$ cat config.mk
export PLATFORM = sky130hd
export DESIGN_NAME = wpr_dual_port_ram
export DESIGN_NICKNAME = d
export VERILOG_FILES = /design/src/rtl/wpr_pkg.sv /design/src/rtl/wpr_store.sv /design/src/rtl/wpr_out_reg.sv /design/src/rtl/wpr_dual_port_ram.sv
export SDC_FILE = /design/constraint.sdc
export NUM_CORES = 1
export LEC_CHECK = 0
export ABC_AREA = 0
export BUFFER_PORTS_ARGS = -buffer_cell sky130_fd_sc_hd__buf_2
export CAP_MARGIN = 20
export CORE_ASPECT_RATIO = 1.75
export CORE_MARGIN = 4
export CORE_UTILIZATION = 50
export CTS_CLUSTER_DIAMETER = 40
export DETAILED_ROUTE_END_ITERATION = 6
export PLACE_DENSITY_LB_ADDON = 0.15
export SLEW_MARGIN = 20
export SYNTH_ARGS = -nofsm -noshare
export SYNTH_HDL_FRONTEND = slang
export SYNTH_HIERARCHICAL = 1
export SYNTH_SLANG_ARGS = --single-unit
$ cat constraint.sdc
create_clock -name clk -period 2.2 [get_ports clk]
set_input_delay 0 -clock clk [delete_from_list [all_inputs] [get_ports clk]]
set_output_delay 0 -clock clk [all_outputs]
set_load 0.005 [all_outputs]
$ cat src/rtl/wpr_pkg.sv
// Package: shared types for the write-port-readback RAM.
// Assumes: nothing beyond IEEE 1800-2017.
package wpr_pkg;
    // Policy for the write-side output during a write cycle.
    typedef enum logic {
        WR_SHOW_OLD = 1'b0,
        WR_SHOW_NEW = 1'b1
    } wr_show_e;
endpackage

$ cat src/rtl/wpr_store.sv
// Module: wpr_store
// Word storage with one write port and two combinational read taps.
// Assumes: write already qualified by the caller; contents set at start
// either from a fill word or from a per-word table; no reset of contents.
module wpr_store #(
    parameter int ADDR_W              = 4,
    parameter int DATA_W              = 16,
    parameter bit USE_TABLE           = 1'b0,
    parameter logic [DATA_W-1:0] INIT_FILL = '0,
    parameter logic [DATA_W*(2**ADDR_W)-1:0] INIT_TABLE = '0
) (
    input  logic              clk,
    input  logic              we,
    input  logic [ADDR_W-1:0] waddr,
    input  logic [DATA_W-1:0] wdata,
    input  logic [ADDR_W-1:0] raddr_a,
    input  logic [ADDR_W-1:0] raddr_b,
    output logic [DATA_W-1:0] rdata_a,
    output logic [DATA_W-1:0] rdata_b
);
    localparam int DEPTH = 2 ** ADDR_W;

    logic [DATA_W-1:0] words [DEPTH];

    // Load starting contents from the fill word or the table.
    initial begin
        for (int i = 0; i < DEPTH; i++) begin
            words[i] = USE_TABLE ? INIT_TABLE[i*DATA_W +: DATA_W] : INIT_FILL;
        end
    end

    // Store the qualified write.
    always_ff @(posedge clk) begin
        if (we) begin
            words[waddr] <= wdata;
        end
    end

    // Present both read taps from the current contents.
    always_comb begin
        rdata_a = words[raddr_a];
        rdata_b = words[raddr_b];
    end


    write_lands_chk: assert property (@(posedge clk)
        we |=> words[$past(waddr)] == $past(wdata));
endmodule

$ cat src/rtl/wpr_out_reg.sv
// Module: wpr_out_reg
// One registered output of the RAM: picks the fresh word or the stored word.
// Assumes: synchronous-read build only; active-low synchronous reset.
module wpr_out_reg #(
    parameter int DATA_W = 16
) (
    input  logic              clk,
    input  logic              rst_n,
    input  logic              take_new,
    input  logic [DATA_W-1:0] new_word,
    input  logic [DATA_W-1:0] old_word,
    output logic [DATA_W-1:0] q
);
    // Register the chosen word, cleared by reset.
    always_ff @(posedge clk) begin
        if (!rst_n) begin
            q <= '0;
        end else begin
            q <= take_new ? new_word : old_word;
        end
    end


    reset_clear_chk: assert property (@(posedge clk)
        !rst_n |=> q == '0);
endmodule

$ cat src/rtl/wpr_dual_port_ram.sv
// Module: wpr_dual_port_ram
// RAM with one write port, an independent read address and a readback
// output on the write side. Variants: single shared address, asynchronous
// read, new-data or old-data write output.
// Assumes: single clock; ADDR_W in 2..31; reset touches only output registers.
module wpr_dual_port_ram
    import wpr_pkg::*;
#(
    parameter int       ADDR_W      = 4,
    parameter int       DATA_W      = 16,
    parameter bit       SINGLE_PORT = 1'b0,
    parameter bit       ASYNC_RD    = 1'b0,
    parameter wr_show_e WR_SHOW     = WR_SHOW_NEW,
    parameter bit       USE_TABLE   = 1'b0,
    parameter logic [DATA_W-1:0] INIT_FILL = '0,
    parameter logic [DATA_W*(2**ADDR_W)-1:0] INIT_TABLE = '0
) (
    input  logic              clk,
    input  logic              rst_n,
    input  logic              wr_en,
    input  logic [ADDR_W-1:0] wr_addr,
    input  logic [DATA_W-1:0] wr_data,
    input  logic [ADDR_W-1:0] rd_addr,
    output logic [DATA_W-1:0] wr_q,
    output logic [DATA_W-1:0] rd_q
);
    localparam bit SHOW_NEW = (WR_SHOW == WR_SHOW_NEW);

    if (ADDR_W < 2 || ADDR_W > 31) begin : g_bad_width
        $error("wpr_dual_port_ram: ADDR_W must lie in 2..31");
    end

    logic              store_we;
    logic [ADDR_W-1:0] rd_sel;
    logic [DATA_W-1:0] wr_word;
    logic [DATA_W-1:0] rd_word;

    // Qualify writes with reset and pick the read address per mode.
    always_comb begin
        store_we = wr_en && rst_n;
        rd_sel   = SINGLE_PORT ? wr_addr : rd_addr;
    end

    wpr_store #(
        .ADDR_W     (ADDR_W),
        .DATA_W     (DATA_W),
        .USE_TABLE  (USE_TABLE),
        .INIT_FILL  (INIT_FILL),
        .INIT_TABLE (INIT_TABLE)
    ) u_store (
        .clk     (clk),
        .we      (store_we),
        .waddr   (wr_addr),
        .wdata   (wr_data),
        .raddr_a (wr_addr),
        .raddr_b (rd_sel),
        .rdata_a (wr_word),
        .rdata_b (rd_word)
    );

    if (ASYNC_RD) begin : g_async
        // Same-cycle view of current contents; policy does not apply.
        always_comb begin
            wr_q = wr_word;
            rd_q = rd_word;
        end
    end else begin : g_sync
        wpr_out_reg #(.DATA_W(DATA_W)) u_wr_out (
            .clk      (clk),
            .rst_n    (rst_n),
            .take_new (store_we && SHOW_NEW),
            .new_word (wr_data),
            .old_word (wr_word),
            .q        (wr_q)
        );

        wpr_out_reg #(.DATA_W(DATA_W)) u_rd_out (
            .clk      (clk),
            .rst_n    (rst_n),
            .take_new (1'b0),
            .new_word (wr_data),
            .old_word (rd_word),
            .q        (rd_q)
        );


        collide_old_chk: assert property (@(posedge clk) disable iff (!rst_n)
            (wr_en && rd_sel == wr_addr && wr_data != rd_word)
            |=> rd_q != $past(wr_data));

        if (SHOW_NEW) begin : g_new_chk

            wr_new_chk: assert property (@(posedge clk) disable iff (!rst_n)
                wr_en |=> wr_q == $past(wr_data));
        end else begin : g_old_chk

            wr_old_chk: assert property (@(posedge clk) disable iff (!rst_n)
                (wr_en && wr_data != wr_word) |=> wr_q != $past(wr_data));
        end
    end
endmodule

### Word-level counts from Yosys, hierarchy flattened

Memories as Yosys holds them, arrays and structs flattened. A register that Yosys moved wholly into a read port is not among the register bits.
Cells that the tools add are included.

| operators by class | value |
|---|---|
| mux-type cells | 2 |
| reductions and logical operators | 3 |

Operator list:

| kind | number |
|---|---|
| $logic_not A1 Y1 | 2 |
| $mux W1 | 2 |
| $logic_and A1 B1 Y1 | 1 |

| storage, ports and cells | value |
|---|---|
| bits in registers | 0 |
| memory bits (writable) | 256 |
| bits of input ports | 27 |
| output and inout port bits | 32 |
| logic and storage cells | 6 |
| memories kept | 1 |

Memories:

| name | words | bits a word | rd ports | clocked after Yosys merged registers in | write ports | RTL line | RTL |
|---|---|---|---|---|---|---|---|
| u_store.words | 16 | 16 | 2 | 2 | 1 | wpr_store.sv:23 | `logic [DATA_W-1:0] words [DEPTH];` |

### Depth between registers and ports, before layout

| depth | value |
|---|---|
| word-level depth | 3 |
| mapped depth | 7 |
| gate-level depth less buffers | 5 |

### Modules after synthesis

The synthesis kept the hierarchy.

By module, submodules not included:

| module | instances | cells each | area each (µm²) | sequential area each (µm²) |
|---|---|---|---|---|
| wpr_store | 1 | 553 | 11728.7 | 7687.4 |
| wpr_out_reg | 2 | 51 | 615.6 | 320.3 |
| wpr_dual_port_ram | 1 | 2 | 10.0 | 0.0 |

### Worst setup path before layout

No wires, ideal clock.

| path | value |
|---|---|
| path kind | in2reg |
| start | input wr_en |
| end | memory u_store.words[0][0] (enable) |
| library setup time | 409 ps |
| data arrival time | 1829 ps |
| data required time | 1791 ps |
| setup slack | -38 ps |
| cell stages on the path | 3 |
| path buffers | 0 |
| path through | and2_1 -> or3b_2 -> nor3_1 |

| on the way | value |
|---|---|
| longest elaborated chain between the ends | 3 |

Ends and longest elaborated chain:

| what | RTL line | RTL |
|---|---|---|
| from (decl) | wpr_dual_port_ram.sv:20 | `input logic wr_en,` |
| $logic_and A1 B1 Y1 | wpr_dual_port_ram.sv:40 | `store_we = wr_en && rst_n;` |
| $mux W1 | wpr_store.sv:34 | `if (we) begin` |
| $mux W1 (implied by the code) | wpr_store.sv:35 | `words[waddr] <= wdata;` |
| to (decl) | wpr_store.sv:23 |  |

Every way passes these cells.

### Worst setup path in the final report

| path | value |
|---|---|
| start | input rst_n |
| end | memory u_store.words[0][0] (enable) |

| on the way | value |
|---|---|
| longest elaborated chain between the ends | 3 |

Ends and longest elaborated chain:

| what | RTL line | RTL |
|---|---|---|
| from (decl) | wpr_dual_port_ram.sv:19 | `input logic rst_n,` |
| $logic_and A1 B1 Y1 | wpr_dual_port_ram.sv:40 |  |
| named net store_we | wpr_dual_port_ram.sv:33 | `logic store_we;` |
| $mux W1 | wpr_store.sv:34 |  |
| $mux W1 (implied by the code) | wpr_store.sv:35 |  |

The timed path passes the listed nets, and every way through them passes these cells.

==> metrics.cfg <==
[sta]
report.final.setup_viol = 0
min_period_ns = 1.70
post-route-period-util_pct = 77.4
tns_ns = 0
relSlewSlack_pct = 30.1
hold_viol_final = 0
max_freq_mhz = 587
worst_slew_pin_slew_ns = 1.05
hold_ws_ns = 0.0935
rsz0062_at_grt = no
maxSlewViolCount = 0
skew_ns = 0.0114

[outcome]
status = completed

[yosys]
synthSimpleGateAreaFrac_pct = 3.71
synthTopCellsByArea = edfxtp_1 (59%), mux4_2 (18%), dfxtp_1 (4.9%)
syn_nets = 684
synth_cells = 657
synth-seq-cells = 288
ys_seq_area_share_pct = 64.2
synth_cell_types = 27
synth_edf_count = 256
async_reset_ff_share_pct = 0
muxShareOfSynthArea_pct = 25.4
synthFlopType = edfxtp_1
synth_top_family_by_area = multiplexers
yosys.area.top_type_share_pct = 59.3
avgSynthCellArea_um2 = 19.7
synthAdderAreaFrac_pct = 0
yosys.area.top_type = edfxtp_1
synthesis.area_mm2 = 0.0130
synthXorXnorAreaFrac_pct = 0
synth-compound-area-share_pct = 3.70
yosys_warnings = 6

[pwr]
p_sw_share_pct = 22.5
p_int_uw = 9400
power.total_uw = 12100
ir_drop_mv = 0.645
seqPwrFrac_pct = 50.2
leakage_uw = 0.00513
pwr-share-comb_pct = 8.2
clock_power_share_pct = 41.5
power_density_mw_per_mm2 = 808
switching_power_uw = 2730

[clock_network]
cts_sinks = 288
cts_buffer_depth = 3
root_buffer = clkbuf_16
cts_resized = 0
cts_tree = done
clk_pin_slew_ns = 0.06
htreeDepth = 1
hold_buffers = 17
cts_setup_buffers = 0
clkLatencyLatePin_ns = 0.56
cts_made_buffers = 31

[worst_setup_path]
timing.rr.end = g_sync.u_rd_out/q[15]
crit_chain = dlygate4sd3_1, buf_2, and2_1, or3b_2, nor3_4, buf_4
critical-path-top-delay-family = simple AND/OR/NAND/NOR gates
r2r_start = u_store/words[3][15]
worstPathArrival_ns = 1.94
start_kind = primary input
end_kind = flip-flop
reg2regPathDepth = 5
path_class = in2reg
path_buf_inv = 3
ff2ff_setup_slack_ns = 0.52
critPathRequiredTime_ns = 2.44
critPathMaxStageDelay_ns = 0.56
crit_fanout = 12
critPathSlowestCell = or3b_2

[placement]
hpwlAfterDp_um = 21600
place_congestion = 0.841
io_buffers = 58

[detailed_routing]
antenna_left = 0
drc = 0
first_pass_iters = 5
avgViaCountPerCell = 6.59
drt_wl_total_um = 33500
wl_per_cell_um = 30.2
drt_iter0_markers = 649
vias = 7300

[finish]
area_delta_synth_final_pct = 15.7
fin_nets = 796
layout-drive-gt1-share_pct = 35.2
final_util_pct = 59.0
multi_input_area_mm2 = 0.00432
fillers = 1915
seq_area_mm2 = 0.00833
antenna_cells = 0

[die]
boundaryPins = 59
die_w_um = 130
core_mm2 = 0.0254
die_area_mm2 = 0.0287
rows = 77
initial_core_util_pct = 51.0
die_h_um = 221

[global_route]
track_usage_pct = 23.8
grt_first_pass_wirelength_um = 49900
grt_max_degree = 54
grt_antenna_before_repair = 0
grt_pass1_vias = 7915
grt_overflow = 0

[worst_hold_path]
hold_start = wr_addr[2]
hold_end = u_store/words[15][2]
hold_depth = 3
hold_class = in2reg

[flow_run]
drv_cap = 0

-- power groups by stage --
stage          Sequential (uW)  Clock, uW  Combinational [uW]
6_report                  6100       5040                 999
5_1_grt                   6100       5380                1080
4_1_cts                   6100       5160                1010
3_5_place_dp              6210          0                 982
3_3_place_gp              6210          0                 967
2_1_floorplan             6210          0                 611
-- layer usage --
layer | GRT usage, % | share of wire, % | vias to the layer above
met4 | 8.26 | 3.3 | 0
met3 | 3.93 | 6.7 | 62
li1 | - | - | 3023
met1 | 30.4 | 36 | 3861
met2 | 41.1 | 54 | 354
met5 | 0 | 0 | -
-- Yosys cell counts (3+ instances only) --
master	count
mux4_1	24
buf_2	4
nand2_1	33
nor2_1	14
mux4_2	102
nor2b_1	36
dfxtp_1	32
mux2i_1	32
buf_6	12
clkbuf_1	16
and2_1	3
clkbuf_8	3
edfxtp_1	256
buf_4	5
nor3_1	4
a22oi_1	64
-- kinds of logic (layout without fill, tap and decap cells) --
group	Yosys count	after routing
AO/OA/AOI/OAI	64	64
other	1	1
AND/OR/NAND/NOR	96	96
multiplexers	160	160
flip-flops	288	288
buffers and inverters	48	183
-- layout make-up --
type	instances	area share [%]
Sequential cell	288	55.5
Multi-Input combinational cell	321	28.8
Timing Repair Buffer	127	6.53
Clock buffer	39	5.43
Tap cell	316	2.63
Clock inverter	17	1.14
-- through the flow --
step	instances	cell area [um2]	worst slack (ns)
finish	1108	15000	0.497
global route	1108	15000	0.418
CTS	1108	15000	0.509
detailed placement	1035	13900	0.197
global placement	1035	13900	0.193
floorplan	657	13000	0.308
-- worst register-to-register path: stages, from the launching register on --
cell and delay, ns:
edfxtp_1 0.39, mux4_4 0.62, a22oi_1 0.24, nand2_1 0.10, mux2i_1 0.17, nor2b_1 0.07
-- cells in the final DEF, fill, tap and decap left out, types with 31 or more instances in the layout --
master,n
a22oi_1,64
buf_4,44
clkbuf_16,31
buf_2,56
nand2_1,33
dfxtp_1,32
nor2b_1,36
mux4_2,102
mux2i_1,32
edfxtp_1,256
-- registers in the layout, summed over array words and instances, names as in the netlist --
name / count
g_sync.u_rd_out/q: 16
g_sync.u_wr_out/q: 16
u_store/words: 256
-- worst max path at each step --
stage                            end  slack, ns  cells after the start                  from
2_1_floorplan    u_store/words[8][0]       0.31                      3                 wr_en
3_3_place_gp    g_sync.u_wr_out/q[7]       0.19                      7            wr_addr[0]
3_5_place_dp    g_sync.u_wr_out/q[7]       0.20                      7            wr_addr[0]
4_1_cts        g_sync.u_rd_out/q[15]       0.51                      5  u_store/words[3][15]
5_1_grt         g_sync.u_wr_out/q[5]       0.42                      5   u_store/words[9][5]
6_report         u_store/words[0][0]       0.50                      6                 rst_n
No activity file was read; power rests on OpenSTA's default activity.
